<file path="config.mk">
export PLATFORM = sky130hd
export DESIGN_NAME = lu_loop_idxgen
export DESIGN_NICKNAME = d
export VERILOG_FILES = /design/src/rtl/lu_idx_pkg.sv /design/src/rtl/lu_idx_counter.sv /design/src/rtl/lu_idx_pipe.sv /design/src/rtl/lu_idx_fsm.sv /design/src/rtl/lu_loop_idxgen.sv
export SDC_FILE = /design/constraint.sdc
export NUM_CORES = 1
export LEC_CHECK = 0
export ABC_AREA = 1
export BUFFER_PORTS_ARGS = -buffer_cell sky130_fd_sc_hd__buf_4
export CORE_ASPECT_RATIO = 1.1
export CORE_MARGIN = 2
export CORE_UTILIZATION = 55
export DETAILED_ROUTE_END_ITERATION = 8
export HOLD_SLACK_MARGIN = 0.06
export PLACE_DENSITY = 0.75
export SLEW_MARGIN = 20
export SYNTH_ARGS = -nofsm -noshare
export SYNTH_HDL_FRONTEND = slang
export SYNTH_SLANG_ARGS = --single-unit
</file>
<file path="constraint.sdc">
create_clock -name clk -period 5 [get_ports clk]
set_clock_uncertainty 0.2 [all_clocks]
set_input_delay 0.5 -clock clk [delete_from_list [all_inputs] [get_ports clk]]
set_output_delay 0.5 -clock clk [all_outputs]
set_load 0.005 [all_outputs]
</file>
<file path="src/rtl/lu_idx_pkg.sv">
package lu_idx_pkg;

    // Control states of the index generator
    typedef enum logic [1:0] {
        ST_IDLE   = 2'd0,
        ST_RUN    = 2'd1,
        ST_DRAIN  = 2'd2,
        ST_FINISH = 2'd3
    } gen_state_e;

endpackage

</file>
<file path="src/rtl/lu_idx_counter.sv">
module lu_idx_counter #(
    parameter int K  = 8,
    parameter int IW = 8
) (
    input  logic          clk,
    input  logic          rst_n,
    input  logic          load_i,
    input  logic [IW-1:0] n_i,
    input  logic          step_i,
    output logic          active_o,
    output logic          last_o,
    output logic [IW-1:0] i_o,
    output logic [IW-1:0] k_o,
    output logic [IW-1:0] j_o
);

    localparam int KW = $clog2(K);
    localparam logic [IW-1:0] KSTEP = IW'(K);
    localparam logic [IW-1:0] KMASK = IW'(K - 1);

    logic [IW-1:0] n_q;
    logic [IW-1:0] kmax_q;
    logic [IW-1:0] i_q, k_q, j_q;
    logic          active_q;

    logic j_wrap, k_wrap, i_wrap;

    // Start of the K-aligned block that holds a zero-based column
    function automatic logic [IW-1:0] blk_base(input logic [IW-1:0] col0);
        return col0 & ~KMASK;
    endfunction

    always_comb begin
        j_wrap = (j_q == n_q);
        k_wrap = (k_q == kmax_q);
        i_wrap = (i_q == n_q);
    end

    always_ff @(posedge clk or negedge rst_n) begin
        if (!rst_n) begin
            n_q      <= '0;
            kmax_q   <= '0;
            i_q      <= '0;
            k_q      <= '0;
            j_q      <= '0;
            active_q <= 1'b0;
        end else if (load_i) begin
            n_q      <= n_i;
            kmax_q   <= n_i - KSTEP;
            i_q      <= IW'(1);
            k_q      <= '0;
            j_q      <= IW'(1);
            active_q <= 1'b1;
        end else if (step_i && active_q) begin
            if (!j_wrap) begin
                j_q <= j_q + IW'(1);
            end else if (!k_wrap) begin
                k_q <= k_q + KSTEP;
                j_q <= i_q;
            end else if (!i_wrap) begin
                i_q <= i_q + IW'(1);
                j_q <= i_q + IW'(1);
                k_q <= blk_base(i_q);
            end else begin
                active_q <= 1'b0;
            end
        end
    end

    always_comb begin
        active_o = active_q;
        last_o   = active_q && i_wrap && k_wrap && j_wrap;
        i_o      = i_q;
        k_o      = k_q;
        j_o      = j_q;
    end

    AST_CNT_I_RANGE: assert property (@(posedge clk) disable iff (!rst_n)
        active_q |-> (i_q >= IW'(1) && i_q <= n_q));

    AST_CNT_K_ALIGNED: assert property (@(posedge clk) disable iff (!rst_n)
        active_q |-> (k_q[KW-1:0] == '0 && k_q <= kmax_q));

    AST_CNT_K_FLOOR: assert property (@(posedge clk) disable iff (!rst_n)
        active_q |-> ({1'b0, k_q} + (IW+1)'(K) >= {1'b0, i_q}));

    AST_CNT_J_RANGE: assert property (@(posedge clk) disable iff (!rst_n)
        active_q |-> (j_q >= i_q && j_q <= n_q));

    AST_CNT_N_HELD: assert property (@(posedge clk) disable iff (!rst_n)
        (active_q && !load_i) |=> $stable(n_q));

endmodule

</file>
<file path="src/rtl/lu_idx_pipe.sv">
module lu_idx_pipe #(
    parameter int DW     = 25,
    parameter int STAGES = 2
) (
    input  logic          clk,
    input  logic          rst_n,
    input  logic          en_i,
    input  logic          vld_i,
    input  logic [DW-1:0] data_i,
    output logic          vld_o,
    output logic [DW-1:0] data_o
);

    logic          vld_q [STAGES];
    logic [DW-1:0] dat_q [STAGES];

    always_ff @(posedge clk or negedge rst_n) begin
        if (!rst_n) begin
            for (int s = 0; s < STAGES; s++) begin
                vld_q[s] <= 1'b0;
                dat_q[s] <= '0;
            end
        end else if (en_i) begin
            vld_q[0] <= vld_i;
            dat_q[0] <= data_i;
            for (int s = 1; s < STAGES; s++) begin
                vld_q[s] <= vld_q[s-1];
                dat_q[s] <= dat_q[s-1];
            end
        end
    end

    always_comb begin
        vld_o  = vld_q[STAGES-1];
        data_o = dat_q[STAGES-1];
    end

    AST_PIPE_FROZEN: assert property (@(posedge clk) disable iff (!rst_n)
        !en_i |=> ($stable(vld_o) && $stable(data_o)));

endmodule

</file>
<file path="src/rtl/lu_idx_fsm.sv">
module lu_idx_fsm
    import lu_idx_pkg::*;
(
    input  logic clk,
    input  logic rst_n,
    input  logic start_i,
    input  logic adv_i,
    input  logic cnt_active_i,
    input  logic cnt_last_i,
    input  logic out_valid_i,
    input  logic out_last_i,
    output logic load_o,
    output logic done_o
);

    gen_state_e state_q, state_d;

    // State register
    always_ff @(posedge clk or negedge rst_n) begin
        if (!rst_n) state_q <= ST_IDLE;
        else        state_q <= state_d;
    end

    // Next state
    always_comb begin
        state_d = state_q;
        unique case (state_q)
            ST_IDLE:   if (start_i) state_d = ST_RUN;
            ST_RUN:    if (cnt_active_i && cnt_last_i && adv_i) state_d = ST_DRAIN;
            ST_DRAIN:  if (out_valid_i && out_last_i && adv_i) state_d = ST_FINISH;
            ST_FINISH: state_d = ST_IDLE;
            default:   state_d = ST_IDLE;
        endcase
    end

    // Outputs
    always_comb begin
        load_o = 1'b0;
        done_o = 1'b0;
        unique case (state_q)
            ST_IDLE:   load_o = start_i;
            ST_RUN:    ;
            ST_DRAIN:  ;
            ST_FINISH: done_o = 1'b1;
            default:   ;
        endcase
    end

    AST_FSM_DONE_PULSE: assert property (@(posedge clk) disable iff (!rst_n)
        done_o |=> !done_o);

    AST_FSM_DRAIN_QUIET: assert property (@(posedge clk) disable iff (!rst_n)
        (state_q == ST_DRAIN) |-> !cnt_active_i);

    AST_FSM_RUN_COUNTING: assert property (@(posedge clk) disable iff (!rst_n)
        (state_q == ST_RUN) |-> cnt_active_i);

endmodule

</file>
<file path="src/rtl/lu_loop_idxgen.sv">
module lu_loop_idxgen #(
    parameter int K    = 8,
    parameter int NMAX = 128,
    parameter int IW   = $clog2(NMAX + 1)
) (
    input  logic          clk,
    input  logic          rst_n,
    input  logic          start_i,
    input  logic [IW-1:0] n_i,
    input  logic          ready_i,
    output logic          valid_o,
    output logic [IW-1:0] i_o,
    output logic [IW-1:0] k_o,
    output logic [IW-1:0] j_o,
    output logic          done_o
);

    localparam int LAT = 2;
    localparam int DW  = 3 * IW + 1;

    logic          load;
    logic          cnt_active, cnt_last;
    logic [IW-1:0] cnt_i, cnt_k, cnt_j;
    logic [DW-1:0] pipe_in, pipe_out;
    logic          pipe_vld;
    logic          out_last;

    lu_idx_fsm u_fsm (
        .clk          (clk),
        .rst_n        (rst_n),
        .start_i      (start_i),
        .adv_i        (ready_i),
        .cnt_active_i (cnt_active),
        .cnt_last_i   (cnt_last),
        .out_valid_i  (pipe_vld),
        .out_last_i   (out_last),
        .load_o       (load),
        .done_o       (done_o)
    );

    lu_idx_counter #(.K(K), .IW(IW)) u_cnt (
        .clk      (clk),
        .rst_n    (rst_n),
        .load_i   (load),
        .n_i      (n_i),
        .step_i   (ready_i),
        .active_o (cnt_active),
        .last_o   (cnt_last),
        .i_o      (cnt_i),
        .k_o      (cnt_k),
        .j_o      (cnt_j)
    );

    assign pipe_in = {cnt_last, cnt_i, cnt_k, cnt_j};

    lu_idx_pipe #(.DW(DW), .STAGES(LAT)) u_pipe (
        .clk    (clk),
        .rst_n  (rst_n),
        .en_i   (ready_i),
        .vld_i  (cnt_active),
        .data_i (pipe_in),
        .vld_o  (pipe_vld),
        .data_o (pipe_out)
    );

    always_comb begin
        valid_o  = pipe_vld;
        out_last = pipe_out[DW-1];
        i_o      = pipe_out[3*IW-1:2*IW];
        k_o      = pipe_out[2*IW-1:IW];
        j_o      = pipe_out[IW-1:0];
    end

    AST_TOP_STALL_HOLD: assert property (@(posedge clk) disable iff (!rst_n)
        (valid_o && !ready_i) |=> (valid_o && $stable(i_o) && $stable(k_o) && $stable(j_o)));

    AST_TOP_DONE_IDLE: assert property (@(posedge clk) disable iff (!rst_n)
        done_o |-> !valid_o);

    AST_TOP_J_BOUND: assert property (@(posedge clk) disable iff (!rst_n)
        valid_o |-> (j_o >= i_o));

endmodule

</file>
After elaboration in Yosys (flattened, before gate mapping)
Index checks and enable logic that the tools add are counted.
- register bits after elaboration: 95
- input port bits: 12
- output and inout bits: 26
- logic and storage cells: 70
- add/sub/neg operators: 4
- equality and inequality tests: 12
- muxes and demuxes: 25
- reductions and logical operators: 18
- operators with widths (operator ; number):
    8-bit 2-to-1 mux ; 14
    8-bit equality test ; 3
    8-bit by 1-bit adder with 8-bit output, second input constant ; 2
    8-bit by 4-bit adder with 8-bit output, second input constant ; 1
    1-bit logical AND ; 8
    2-bit one-hot mux with 4 select lines ; 1
    4-bit AND reduction ; 2
    2-bit nonzero test ; 4
    8-bit by 4-bit subtractor with 8-bit output, second input constant ; 1
    1-bit 2-to-1 mux ; 7
    2-bit 2-to-1 mux ; 3
    3-bit AND reduction ; 2
    2-bit equality test, second input constant ; 2
    2-bit by 1-bit inequality test with 1-bit output, second input constant ; 2
    2-bit inequality test, second input constant ; 2
    4-bit inequality test, second input constant ; 1
    3-bit inequality test, second input constant ; 1
    2-bit by 1-bit equality test with 1-bit output, second input constant ; 1
    2-bit logical NOT ; 1
    2-bit AND reduction ; 1

Depth between registers and ports, before layout
- word-level depth: 8
- gate-level depth with buffers: 12
- depth with buffers taken out: 12

Cells and area by module
From an unflattened synthesis, not the netlist that was laid out.
- cells, all modules: 691
- area total of the unflattened synthesis: 5051.1 um2
- modules (own cells, without submodules) (module ; instances ; cells each ; area an instance (um2) ; sequential area each (um2)):
    lu_idx_counter ; 1 ; 421 ; 2663.8 ; 875.8
    lu_idx_pipe ; 1 ; 245 ; 2188.3 ; 1301.2
    lu_idx_fsm ; 1 ; 25 ; 198.9 ; 50.0

Worst setup path after synthesis
No wires, ideal clock.
- path type: register -> register
- start: reg u_fsm.state_q[0]
- end: reg u_cnt.k_q[4] (netlist: u_cnt.k_o[4])
- library setup time: 76 ps
- arrival time: 1460 ps
- required time: 4724 ps
- setup slack: 3264 ps
- stages on the path, launching flop included: 8
- buffers on the path: 2
- clock period less this slack: 1736 ps
- cells stage by stage: dfrtp_1 > inv_1 > ha_1 > nand2_1 > buf_2 > clkbuf_1 > o211ai_1 > o21ai_1
- cells in the longest elaborated chain, start to end: 4
- elaborated cells between the ends (all ways): 7
- those cells by class: 1 x eq/ne; 2 x mux; 4 x reduce/logical
- ends and longest elaborated chain (what ; RTL line ; text):
    start, declared ; lu_idx_fsm.sv:16 ; gen_state_e state_q, state_d;
    start signal, assigned ; lu_idx_fsm.sv:21 ; else state_q <= state_d;
    2-bit logical NOT (*) ; lu_idx_fsm.sv:40 ; unique case (state_q)
    1-bit 2-to-1 mux (*) ; lu_idx_fsm.sv:40 ;
    3-bit inequality test (no line) or 2-bit nonzero test (tied branches) ; - ;
    3-bit AND reduction (no line) ; - ;
    end signal, assigned ; lu_idx_counter.sv:58 ; k_q <= k_q + KSTEP;
    end signal, assigned ; lu_idx_counter.sv:63 ; k_q <= blk_base(i_q);
    end, declared ; lu_idx_counter.sv:23 ; logic [IW-1:0] i_q, k_q, j_q;
Mark *: on every way between the ends. The rest lies on a longest branch, timed or not.
A chain may end at the register's enable or synchronous reset.

Worst setup path after layout
- start: reg u_fsm.state_q[0]
- end: reg u_cnt.j_q[4] (netlist: u_cnt.j_o[4])
- cells in the longest elaborated chain, start to end: 4
- elaborated cells between the ends (all ways): 6
- those cells by class: 1 x eq/ne; 2 x mux; 3 x reduce/logical
- ends and longest elaborated chain (what ; RTL line ; text):
    2-bit logical NOT (*) ; lu_idx_fsm.sv:40 ;
    1-bit 2-to-1 mux (*) ; lu_idx_fsm.sv:40 ;
    4-bit inequality test (no line) or 2-bit nonzero test (tied branches) ; - ;
    2-bit AND reduction (no line) ; - ;
    end signal, assigned ; lu_idx_counter.sv:56 ; j_q <= j_q + IW'(1);
    end signal, assigned ; lu_idx_counter.sv:59 ; j_q <= i_q;
    end signal, assigned ; lu_idx_counter.sv:62 ; j_q <= i_q + IW'(1);
    end, declared ; lu_idx_counter.sv:23 ;
Marked as above.

==> results.ini <==
[outcome]
status = completed

[sta]
tightestPinTransition_ns = 0.743
finalSetupViolCount = 0
min_period_over_period_pct = 50.9
grt_setup_unrepaired = no
fmax_ghz = 0.393
drv_slew = 0
setup_slack_ns = 2.45
relSlewSlack_pct = 50.5
period_needed_ns = 2.55
setup_tns_ns = 0
hold_violations = 0

[die]
die_area_um2 = 8560
start_util_pct = 57.4
coreArea_um2 = 7510
io_pins = 38
die_w_um = 88.4
row_count = 33
die_y_um = 96.9

[power_and_ir_drop]
p_leak_nw = 2.42
p_total_mw = 2.65
p_per_area_nw_per_um2 = 566
ir_drop_mv = 0.274

[cells_and_area]
drive_gt1_share_pct = 11.3
regArea_um2 = 2080
fillers = 694
num_antenna_cells = 0
syn_to_final_growth_pct = 8.51
multiInputGateArea_um2 = 1820
nNetsFinal = 589

[setup_path]
worstSetupStartpointType = register
cp-end-kind = register
slowest_stage = dfrtp_1
crit_chain = inv_1 > ha_1 > nand2_1 > buf_4 > inv_1 > nor2_1 > nand2_1 > nand2_2 > inv_1 > nand3_1 > nand2_1
timing.critical_path.fanout_max = 31
r2r-start = u_fsm.state_q[0]
reg2reg_to = u_cnt.j_o[4]
arrival_ns = 2.60
cp.required_ns = 5.05
r2r_setup_slack_ns = 2.45
crit_path_max_incr_delay_ns = 0.40
critPathKind = reg -> reg
r2r_cells = 11

[synthesis]
synthMuxAreaShare_pct = 0
synth_xor_area_share_pct = 3.66
yosysWarnings = 0
async_flop_share_pct = 100
ys_ff_latch = 83
synth_top_area_share_pct = 48.2
ys.flop_type = dfrtp_1
synthSimpleGateAreaFrac_pct = 27.5
synth_most_common_cell = nand2_1
syn-cell-area_um2 = 4310
syn_inst = 561
syn_avg_cell_area_um2 = 7.68
yosys-top-cells-count = 231 x nand2_1, 83 x dfrtp_1, 43 x o21ai_0
synth.area.top_cells = dfrtp_1 48%, nand2_1 20%, o21ai_0 5.0%
ys_types = 28
yosys.area.top_type = dfrtp_1
synth_compound_area_share_pct = 8.24
synth-adder-area-share_pct = 2.61
synth_top_family_by_area = simple AND/OR/NAND/NOR gates
synth_edf_count = 0
ys_seq_area_share_pct = 48.2

[drt]
met1Wirelength_um = 4160
vias_per_cell = 5.17
vias = 3505
drt_first_iter_violations = 183
drc = 0
first_pass_iters = 5
finalWirelength_um = 9010
dr.max_layer_used = met4
ant_nets = 0
wl_met3_um = 457
wl_per_cell_um = 13.3
wl_met2_um = 4200

[global_routing]
grt_pass1_wl_um = 15600
antenna_found_initial = 0
grt_max_degree = 84
grt_pass1_vias = 3336
grt.overflow.total = 0
track_usage_pct = 23.1

[clock_network]
post_cts_buffers = 0
clkTransAtPathRegs_ns = 0.09
ctsLongestPathBuffers = 2
htreeDepth = 3
post_cts_resized = 0
clock-sinks = 83
cts_hold_buf = 0
insertion_delay_ns = 0.36
cts-buffers-inserted = 9
cts_tree = yes
cts_root_buf = clkbuf_8

[min_path]
whs_path_depth = 2
hp-start = n_i[7]
hold_class = in -> reg
min_to = u_cnt.kmax_q[7]

[placed_design]
post-place-ws_ns = 2.48
io_buffers = 34
dp_hpwl_um = 6450
gp_congestion = 0.944

[run]
max-cap-violations = 0

-- per-stage QoR --
| stage | cell area [µm²] | instances | hold slack (ns) | utilization, % |
|---|---|---|---|---|
| 6_report | 4680 | 678 | 0.127 | 62.2 |
| 4_1_cts | 4660 | 677 | 0.113 | 62.1 |
| 5_1_grt | 4680 | 678 | 0.136 | 62.2 |
| 2_1_floorplan | 4320 | 563 | 0.00441 | - |
| 3_5_place_dp | 4450 | 661 | 0.259 | 59.3 |
| 3_3_place_gp | 4450 | 661 | 0.255 | 59.3 |
-- logic make-up (layout without fill, tap and decap cells) --
logic type	after synthesis	count (layout)
AOI/OAI and AO/OA	67	67
xor gates and xnor gates	18	18
other	1	3
DFF	83	83
adders and majority gates	9	9
and+or+nand+nor	299	299
buffers and inverters	84	94
-- layout by cell type (no fill, tap or decap), types with 2 or more instances in the layout --
cell type	count
a21oi_1	6
buf_4	35
clkbuf_8	10
clkinvlp_4	2
conb_1	3
dfrtp_1	83
ha_1	9
inv_1	36
inv_2	4
inv_6	2
nand2_1	231
nand2_2	4
nand3_1	25
nand4_1	3
nor2_1	29
nor2_2	2
nor3_1	3
o211ai_1	5
o21ai_0	43
o21ai_1	10
or2_2	2
xnor2_1	7
xor2_1	11
-- layer usage --
layer  vias to the layer above  global-route usage (%)
li1                       1743                       -
met1                      1634                    32.5
met2                       111                    35.1
met3                        17                    4.44
met4                         0                    9.09
met5                         -                       0
-- report_power, final --
part	internal (mW)	switching (mW)
logic	0.408	0.581
registers	0.914	0.238
clock network	0.249	0.257
-- critical path: cells and delay by family (launching register included) --
family	cells	cell delay [ns]
fa+ha+maj	1	0.22
buf+inv	4	0.93
flops	1	0.40
simple gates	6	0.68
-- state kept, by name, indices dropped and copies added, names as in the netlist --
register        cells
u_cnt.n_q           5
u_cnt.j_o           8
u_cnt.k_o           5
u_pipe.vld_q        1
u_cnt.active_o      1
u_cnt.i_o           8
u_pipe.data_o      22
u_pipe.dat_q       22
u_pipe.vld_o        1
u_fsm.state_q       2
u_cnt.kmax_q        8
-- worst max path at each step --
stage | start | to | slack (ns) | depth (start not counted)
floorplan | u_fsm.state_q[0] | u_cnt.k_o[4] | 3.26 | 7
global placement | u_fsm.state_q[0] | u_cnt.j_o[4] | 2.53 | 11
detailed placement | u_fsm.state_q[0] | u_cnt.j_o[4] | 2.48 | 11
CTS | u_fsm.state_q[0] | u_cnt.j_o[4] | 2.46 | 11
global route | u_fsm.state_q[1] | u_cnt.j_o[6] | 2.16 | 11
finish | u_fsm.state_q[0] | u_cnt.j_o[4] | 2.45 | 11
-- layout make-up --
| cell class | count | area share, % |
|---|---|---|
| clock buffers | 10 | 2.94 |
| multi-input cells | 396 | 39.0 |
| well taps | 105 | 2.81 |
| repair buffers | 37 | 6.07 |
| inverters | 41 | 3.29 |
| flip-flops and latches | 83 | 44.4 |
| clock inverters | 6 | 1.52 |
Power figures use the tool's default switching activity.
